### src/rtl/rpd_pkg.sv
// Shared types and helpers for the read window phase detector.
// Assumes the window is divided into an integer number of position slots.
package rpd_pkg;

    typedef enum logic [1:0] {
        PH_CENTRE = 2'd0,
        PH_EARLY  = 2'd1,
        PH_LATE   = 2'd2
    } phase_e;

    // Maps a window position to early, centred or late; the outer thirds are equal in size.
    function automatic phase_e classify(input int unsigned pos, input int unsigned slots);
        int unsigned edge_len;
        edge_len = (slots + 1) / 3;
        if (pos < edge_len)
            return PH_EARLY;
        else if (pos >= slots - edge_len)
            return PH_LATE;
        else
            return PH_CENTRE;
    endfunction

endpackage

### src/rtl/rpd_edge_sync.sv
// Brings the asynchronous active-low read data into the clock domain and
// flags each falling edge with a one-cycle pulse.
// Assumes the input idles high; SYNC_STAGES flops precede the edge detector.
module rpd_edge_sync #(
    parameter int SYNC_STAGES = 2
) (
    input  logic clk,
    input  logic rst_n,
    input  logic rd_n,
    output logic fall
);
    localparam int TAPS = SYNC_STAGES + 1;

    logic [TAPS-1:0] shreg;

    // Shift chain: synchronising stages followed by one history stage.
    always_ff @(posedge clk) begin
        if (!rst_n)
            shreg <= '1;
        else
            shreg <= {shreg[TAPS-2:0], rd_n};
    end

    // Falling edge: the older sample is high and the newer one is low.
    assign fall = shreg[TAPS-1] & ~shreg[TAPS-2];

endmodule

### src/rtl/rpd_window_pos.sv
// Tracks the position inside the read clock window. A rising edge of the
// window input restarts the count; the count saturates at the last slot.
// Assumes the window input is already synchronous to clk.
module rpd_window_pos #(
    parameter int SLOTS = 8,
    localparam int SW = $clog2(SLOTS)
) (
    input  logic          clk,
    input  logic          rst_n,
    input  logic          win_in,
    output logic          win_start,
    output logic [SW-1:0] pos
);
    localparam logic [SW-1:0] LAST = SW'(SLOTS - 1);

    logic win_q;

    // Window start: window input high now but low on the previous edge.
    assign win_start = win_in & ~win_q;

    // Previous window level and position counter.
    always_ff @(posedge clk) begin
        if (!rst_n) begin
            win_q <= 1'b0;
            pos   <= LAST;
        end else begin
            win_q <= win_in;
            if (win_start)
                pos <= '0;
            else if (pos != LAST)
                pos <= pos + 1'b1;
        end
    end

endmodule

### src/rtl/rpd_pump_ctrl.sv
// Turns each read edge into a pump-up, pump-down or no-change decision and
// holds it until the next window start. Disable clears everything at once.
// Assumes pos is the registered position valid in the decision cycle.
module rpd_pump_ctrl #(
    parameter int SLOTS = 8,
    localparam int SW = $clog2(SLOTS)
) (
    input  logic          clk,
    input  logic          rst_n,
    input  logic          enable,
    input  logic          rd_fall,
    input  logic          win_start,
    input  logic [SW-1:0] pos,
    output logic          up_q,
    output logic          dn_q
);
    import rpd_pkg::*;

    phase_e ph;

    // Classification of the current position.
    assign ph = classify(32'(pos), SLOTS);

    // Decision and hold register: a new edge wins over the window release.
    always_ff @(posedge clk) begin
        if (!rst_n || !enable) begin
            up_q <= 1'b0;
            dn_q <= 1'b0;
        end else if (rd_fall) begin
            up_q <= (ph == PH_EARLY);
            dn_q <= (ph == PH_LATE);
        end else if (win_start) begin
            up_q <= 1'b0;
            dn_q <= 1'b0;
        end
    end

endmodule

### src/rtl/rd_window_phase_det.sv
// Top of the read window phase detector: synchroniser, window position
// tracker and pump decision. Pump outputs carry separate drive enables.
// Assumes clk runs at SLOTS times the window rate.
module rd_window_phase_det #(
    parameter int SLOTS       = 8,
    parameter int SYNC_STAGES = 2
) (
    input  logic clk,
    input  logic rst_n,
    input  logic rd_data_n,
    input  logic rclk_win,
    input  logic vfo_en_n,
    input  logic wr_gate,
    output logic pump_up,
    output logic pump_up_oe,
    output logic pump_dn_n,
    output logic pump_dn_oe
);
    localparam int SW = $clog2(SLOTS);

    logic          rd_fall;
    logic          win_start;
    logic [SW-1:0] pos;
    logic          enable;
    logic          up_q;
    logic          dn_q;

    // Detection runs only with the VFO enabled and writing off.
    assign enable = ~vfo_en_n & ~wr_gate;

    rpd_edge_sync #(.SYNC_STAGES(SYNC_STAGES)) u_sync (
        .clk   (clk),
        .rst_n (rst_n),
        .rd_n  (rd_data_n),
        .fall  (rd_fall)
    );

    rpd_window_pos #(.SLOTS(SLOTS)) u_win (
        .clk       (clk),
        .rst_n     (rst_n),
        .win_in    (rclk_win),
        .win_start (win_start),
        .pos       (pos)
    );

    rpd_pump_ctrl #(.SLOTS(SLOTS)) u_pump (
        .clk       (clk),
        .rst_n     (rst_n),
        .enable    (enable),
        .rd_fall   (rd_fall),
        .win_start (win_start),
        .pos       (pos),
        .up_q      (up_q),
        .dn_q      (dn_q)
    );

    // Output drive: values are only meaningful while their enables are set.
    assign pump_up    = up_q;
    assign pump_up_oe = up_q;
    assign pump_dn_n  = ~dn_q;
    assign pump_dn_oe = dn_q;

endmodule

### config.mk
export PLATFORM = sky130hd
export DESIGN_NAME = rd_window_phase_det
export DESIGN_NICKNAME = d
export VERILOG_FILES = /design/src/rtl/rpd_pkg.sv /design/src/rtl/rpd_edge_sync.sv /design/src/rtl/rpd_window_pos.sv /design/src/rtl/rpd_pump_ctrl.sv /design/src/rtl/rd_window_phase_det.sv
export SDC_FILE = /design/constraint.sdc
export NUM_CORES = 1
export LEC_CHECK = 0
export ABC_AREA = 0
export BUFFER_PORTS_ARGS = -buffer_cell sky130_fd_sc_hd__buf_2
export CAP_MARGIN = 25
export CORE_AREA = 5 5 42 44
export DETAILED_ROUTE_END_ITERATION = 10
export DIE_AREA = 0 0 47 49
export SYNTH_ARGS = -nofsm -noshare
export SYNTH_HDL_FRONTEND = slang
export SYNTH_SLANG_ARGS = --single-unit
export TNS_END_PERCENT = 10
### constraint.sdc
create_clock -name clk -period 2.3 [get_ports clk]
set_clock_uncertainty 0.2 [all_clocks]
set_input_delay 0.345 -clock clk [delete_from_list [all_inputs] [get_ports clk]]
set_output_delay 0.345 -clock clk [all_outputs]
set_load 0.02 [all_outputs]
Word-level counts from Yosys, hierarchy flattened

Index checks and enable logic that the tools add are counted.

Register bits after elaboration: 9
Bits of input ports: 6

Add/sub/neg operators: 1
Magnitude comparators: 2
Equal/unequal tests: 3
Muxes and demuxes: 7
Bitwise gates (word level): 8
Reduce and logical (&&, ||, !) cells: 5

Operators with widths:

| cell                                                | number |
|---|---|
| 2-to-1 mux 3 bit                                    | 2 |
| inverter 1 bit                                      | 5 |
| 2-to-1 mux 2 bit                                    | 2 |
| nonzero test 2 bit                                  | 2 |
| adder 3 x 1 -> 3 bit (second input constant)        | 1 |
| AND 1 bit                                           | 3 |
| >= comparator 3 bit (second input constant)         | 1 |
| < comparator 3 x 2 -> 1 bit (second input constant) | 1 |
| 2-to-1 mux 1 bit                                    | 3 |
| inequality test 3 bit (second input constant)       | 1 |
| == test 2 x 1 -> 1 bit (second input constant)      | 1 |
| == test 2 bit (second input constant)               | 1 |
| zero test 1 bit                                     | 2 |
| logical OR 1 bit                                    | 1 |

Depth between registers and ports, before layout

Depth in word-level cells: 5
Depth in mapped cells: 5

Cells and area by module

From an unflattened synthesis, not the netlist that was laid out.

Cell total of the unflattened synthesis: 34
Area, all modules: 346.6 µm²

By module, submodules not included:

| module              | instances | cells each | area an instance (µm²) | sequential area each (µm²) |
|---|---|---|---|---|
| rpd_window_pos      | 1         | 14         | 163.9                  | 80.1 |
| rpd_edge_sync       | 1         | 7          | 85.1                   | 60.1 |
| rpd_pump_ctrl       | 1         | 10         | 82.6                   | 40.0 |
| rd_window_phase_det | 1         | 3          | 15.0                   | 0.0 |

Least setup slack after synthesis

Ideal clock, no wire load.

Path kind: register to register
Start point: reg u_win.pos[0]
End point: reg u_win.pos[2]
Arrival: 0.997 ns
Data required time: 1.979 ns
Slack: 0.982 ns
Cell stages (with the launch flop): 5
Path buffers: 0
Period minus slack after synthesis: 1.318 ns
Cell sequence: dfxtp_1 ha_1 ha_1 mux2i_1 o21ai_1

Longest elaborated chain between the ends: 3
Elaborated cells between the ends (all ways): 5

Ends and longest elaborated chain:

| what                     | RTL line             | RTL |
|---|---|---|
| start: declaration       | rpd_window_pos.sv:12 | `output logic [SW-1:0] pos` |
| start signal: assignment | rpd_window_pos.sv:31 | `pos <= pos + 1'b1;` |
| adder 3 x 1 -> 3 bit     | rpd_window_pos.sv:31 |  |
| 2-to-1 mux 3 bit         | rpd_window_pos.sv:30 | `else if (pos != LAST)` |
| 2-to-1 mux 3 bit         | rpd_window_pos.sv:28 | `if (win_start)` |

Parallel ways exist; a longest one is shown, timed or not. The select of a mux whose other input is x is not followed.
A chain may end at the register's enable or synchronous reset.

Worst setup path after layout

Same ends and word-level chain as after synthesis.

==> flow_summary.json <==
{
  "multi_input_area_um2": 175.2,
  "ys_warn_count": 0,
  "cts_tree": "yes",
  "clock_path_buffers": 2,
  "placementRows": 14,
  "cts_hold_buf": 0,
  "root_buffer": "clkbuf_4",
  "die_y_um": 49,
  "crit_path_start_kind": "register",
  "hp-class": "input port to register",
  "grt_max_degree": 9,
  "grt_usage_pct": 7.350,
  "grt_pass1_wl_um": 1173,
  "drive_above_1_share_pct": 23.53,
  "holdWs_ns": 0.06474,
  "wl_per_cell_um": 8.851,
  "path_class": "register to register",
  "routabilityCongestion": 0.6171,
  "dpl_cell_area_um2": 427.9,
  "status": "completed",
  "cts_resized": 0,
  "wirelength_um": 593,
  "finalHoldViolations": 0,
  "min_period_ns": 1.426,
  "tightest_slew_ns": 0.2268,
  "ys_seq_elements": 9,
  "grt_pass1_vias": 273,
  "fmax_mhz": 701.4,
  "maxCapViolCount": 0,
  "power.density_nw_per_um2": 807.6,
  "ys_seq_area_share_pct": 48.65,
  "ir_worst_vdd_mv": 0.5296,
  "clk_pin_slew_ns": 0.05,
  "clk_latency_ns": 0.26,
  "clock_sinks": 9,
  "drtIter0Drc": 1,
  "cts_buffers": 3,
  "combPwrFrac_pct": 17.0,
  "setup_viol": 0,
  "critPathArrivalTime_ns": 1.37,
  "num_vias": 283,
  "clkPwrFrac_pct": 32.5,
  "vias_per_cell": 4.224,
  "diodes": 0,
  "cp_max_fo": 5,
  "setup_tns_ns": 0,
  "area_growth_syn_to_layout_pct": 22.64,
  "register_area_um2": 180.2,
  "synth_area_um2": 370.4,
  "switchingPower_mw": 0.09850,
  "post_cts_buffers": 0,
  "final_area_um2": 454.2,
  "die_x_um": 47,
  "synthCells": 39,
  "power.internal_mw": 0.2683,
  "power_frac_seq_pct": 50.5,
  "htreeDepth": 1,
  "sw_frac_of_total_pct": 26.85,
  "maxSlewViolCount": 0,
  "io_buffer_count": 9,
  "antenna_found_initial": 0,
  "final.fill_count": 160,
  "remaining_drc_errors": 0,
  "worst_setup_path_end_kind": "register",
  "cp.required_ns": 2.24,
  "core_area_um2": 1401,
  "design.die.area_um2": 2303,
  "ioPinCount": 10,
  "postRouteAntennaNets": 0,
  "grt_remaining_overflow": 0,
  "post-route-period-util_pct": 61.98,
  "fin_nets": 61,
  "synth_cell_types": 15,
  "syn_nets": 48,
  "start_util_pct": 26.43,
  "dp_hpwl_um": 449.8,
  "relSlewSlack_pct": 84.64,
  "p_leak_nw": 0.1975,
  "rsz0062_at_grt": "no",
  "dr.pass1.iters": 4,
  "syn_avg_cell_area_um2": 9.496
}
==> critical path, stage by stage (launching register included) <==
cell and delay (ns):
dfxtp_1 0.40, ha_1 0.19, ha_1 0.24, mux2i_1 0.22
o21ai_1 0.07
==> cell usage in the layout, fill, tap and decap left out, types with 2 or more instances in the layout <==
cell type,n
ha_1,3
nand3_1,2
nor2_1,2
inv_1,2
nand2_1,2
dfxtp_1,9
a21oi_1,4
clkbuf_4,3
nand2b_1,5
nor2b_1,2
buf_2,9
o21ai_1,3
==> cell families after synthesis <==
| logic type | count (synthesis) | share of synthesized area (%) |
|---|---|---|
| buffers and inverters | 3 | 4.056 |
| adders and majority gates | 3 | 10.14 |
| xor gates and xnor gates | 1 | 2.365 |
| and+or+nand+nor | 14 | 20.27 |
| DFF | 9 | 48.65 |
| muxes | 1 | 2.703 |
| AOI/OAI and AO/OA | 8 | 11.82 |
==> cell type report <==
cell class / count / share of cell area (%)
Multi-Input combinational cell: 27 / 38.57
Clock buffer: 4 / 5.785
Sequential cell: 9 / 39.67
Tap cell: 16 / 4.408
Inverter: 2 / 1.653
Timing Repair Buffer: 9 / 9.917
==> per-layer routing <==
layer | routed length (µm) | GRT usage, %
met5 | 0 | 0
met1 | 268 | 8.444
met4 | 0 | 2.765
met3 | 93 | 6.642
met2 | 232 | 9.502
==> power by group through the flow <==
stage	combinational [mW]	sequential, mW	clock, mW
2_1_floorplan	0.0486	0.185	0
3_3_place_gp	0.0618	0.187	0
3_5_place_dp	0.0632	0.188	0
4_1_cts	0.0638	0.185	0.127
5_1_grt	0.0775	0.188	0.137
6_report	0.0624	0.185	0.119
==> synthesized netlist by cell type, drive strengths merged <==
master	number	share of area, %
o21ai	3	4.1
nand2b	5	8.4
nand2	2	2.0
inv	2	2.0
and2	1	1.7
xor2	1	2.4
mux2i	1	2.7
nand3	2	2.7
nor2b	2	3.4
a21oi	4	5.4
dfxtp	9	49
ha	3	10
nor2	2	2.0
o311ai	1	2.4
buf	1	2.0
==> worst paths after layout <==
kind / from / endpoint / slack (ns) / cells past startpoint
worst max-delay path: u_win.pos[0] / u_win.pos[2] / 0.87 / 4
worst min-delay path: rd_data_n / u_sync.shreg[0] / 0.06 / 2
worst max register to register: u_win.pos[0] / u_win.pos[2] / 0.87 / 4
worst min register to register: u_sync.shreg[0] / u_sync.shreg[1] / 0.21 / 1
==> registers in the layout, summed over array words and instances, names as in the netlist <==
name,cells
u_win.pos,3
u_pump.dn_q,1
u_win.win_q,1
u_pump.up_q,1
u_sync.shreg,3
==> through the flow <==
step                      power (mW)  cells  setup WS [ns]  util [%]
after detailed placement      0.2516     63         0.8740     30.54
final                         0.3668     67         0.8743     32.41
after global placement        0.2491     63         0.9449     30.54
after global routing          0.4026     67         0.7311     32.41
after floorplan               0.2339     39         0.9822         -
after CTS                     0.3755     67         0.8617     32.41
No activity file was read; power rests on OpenSTA's default activity.
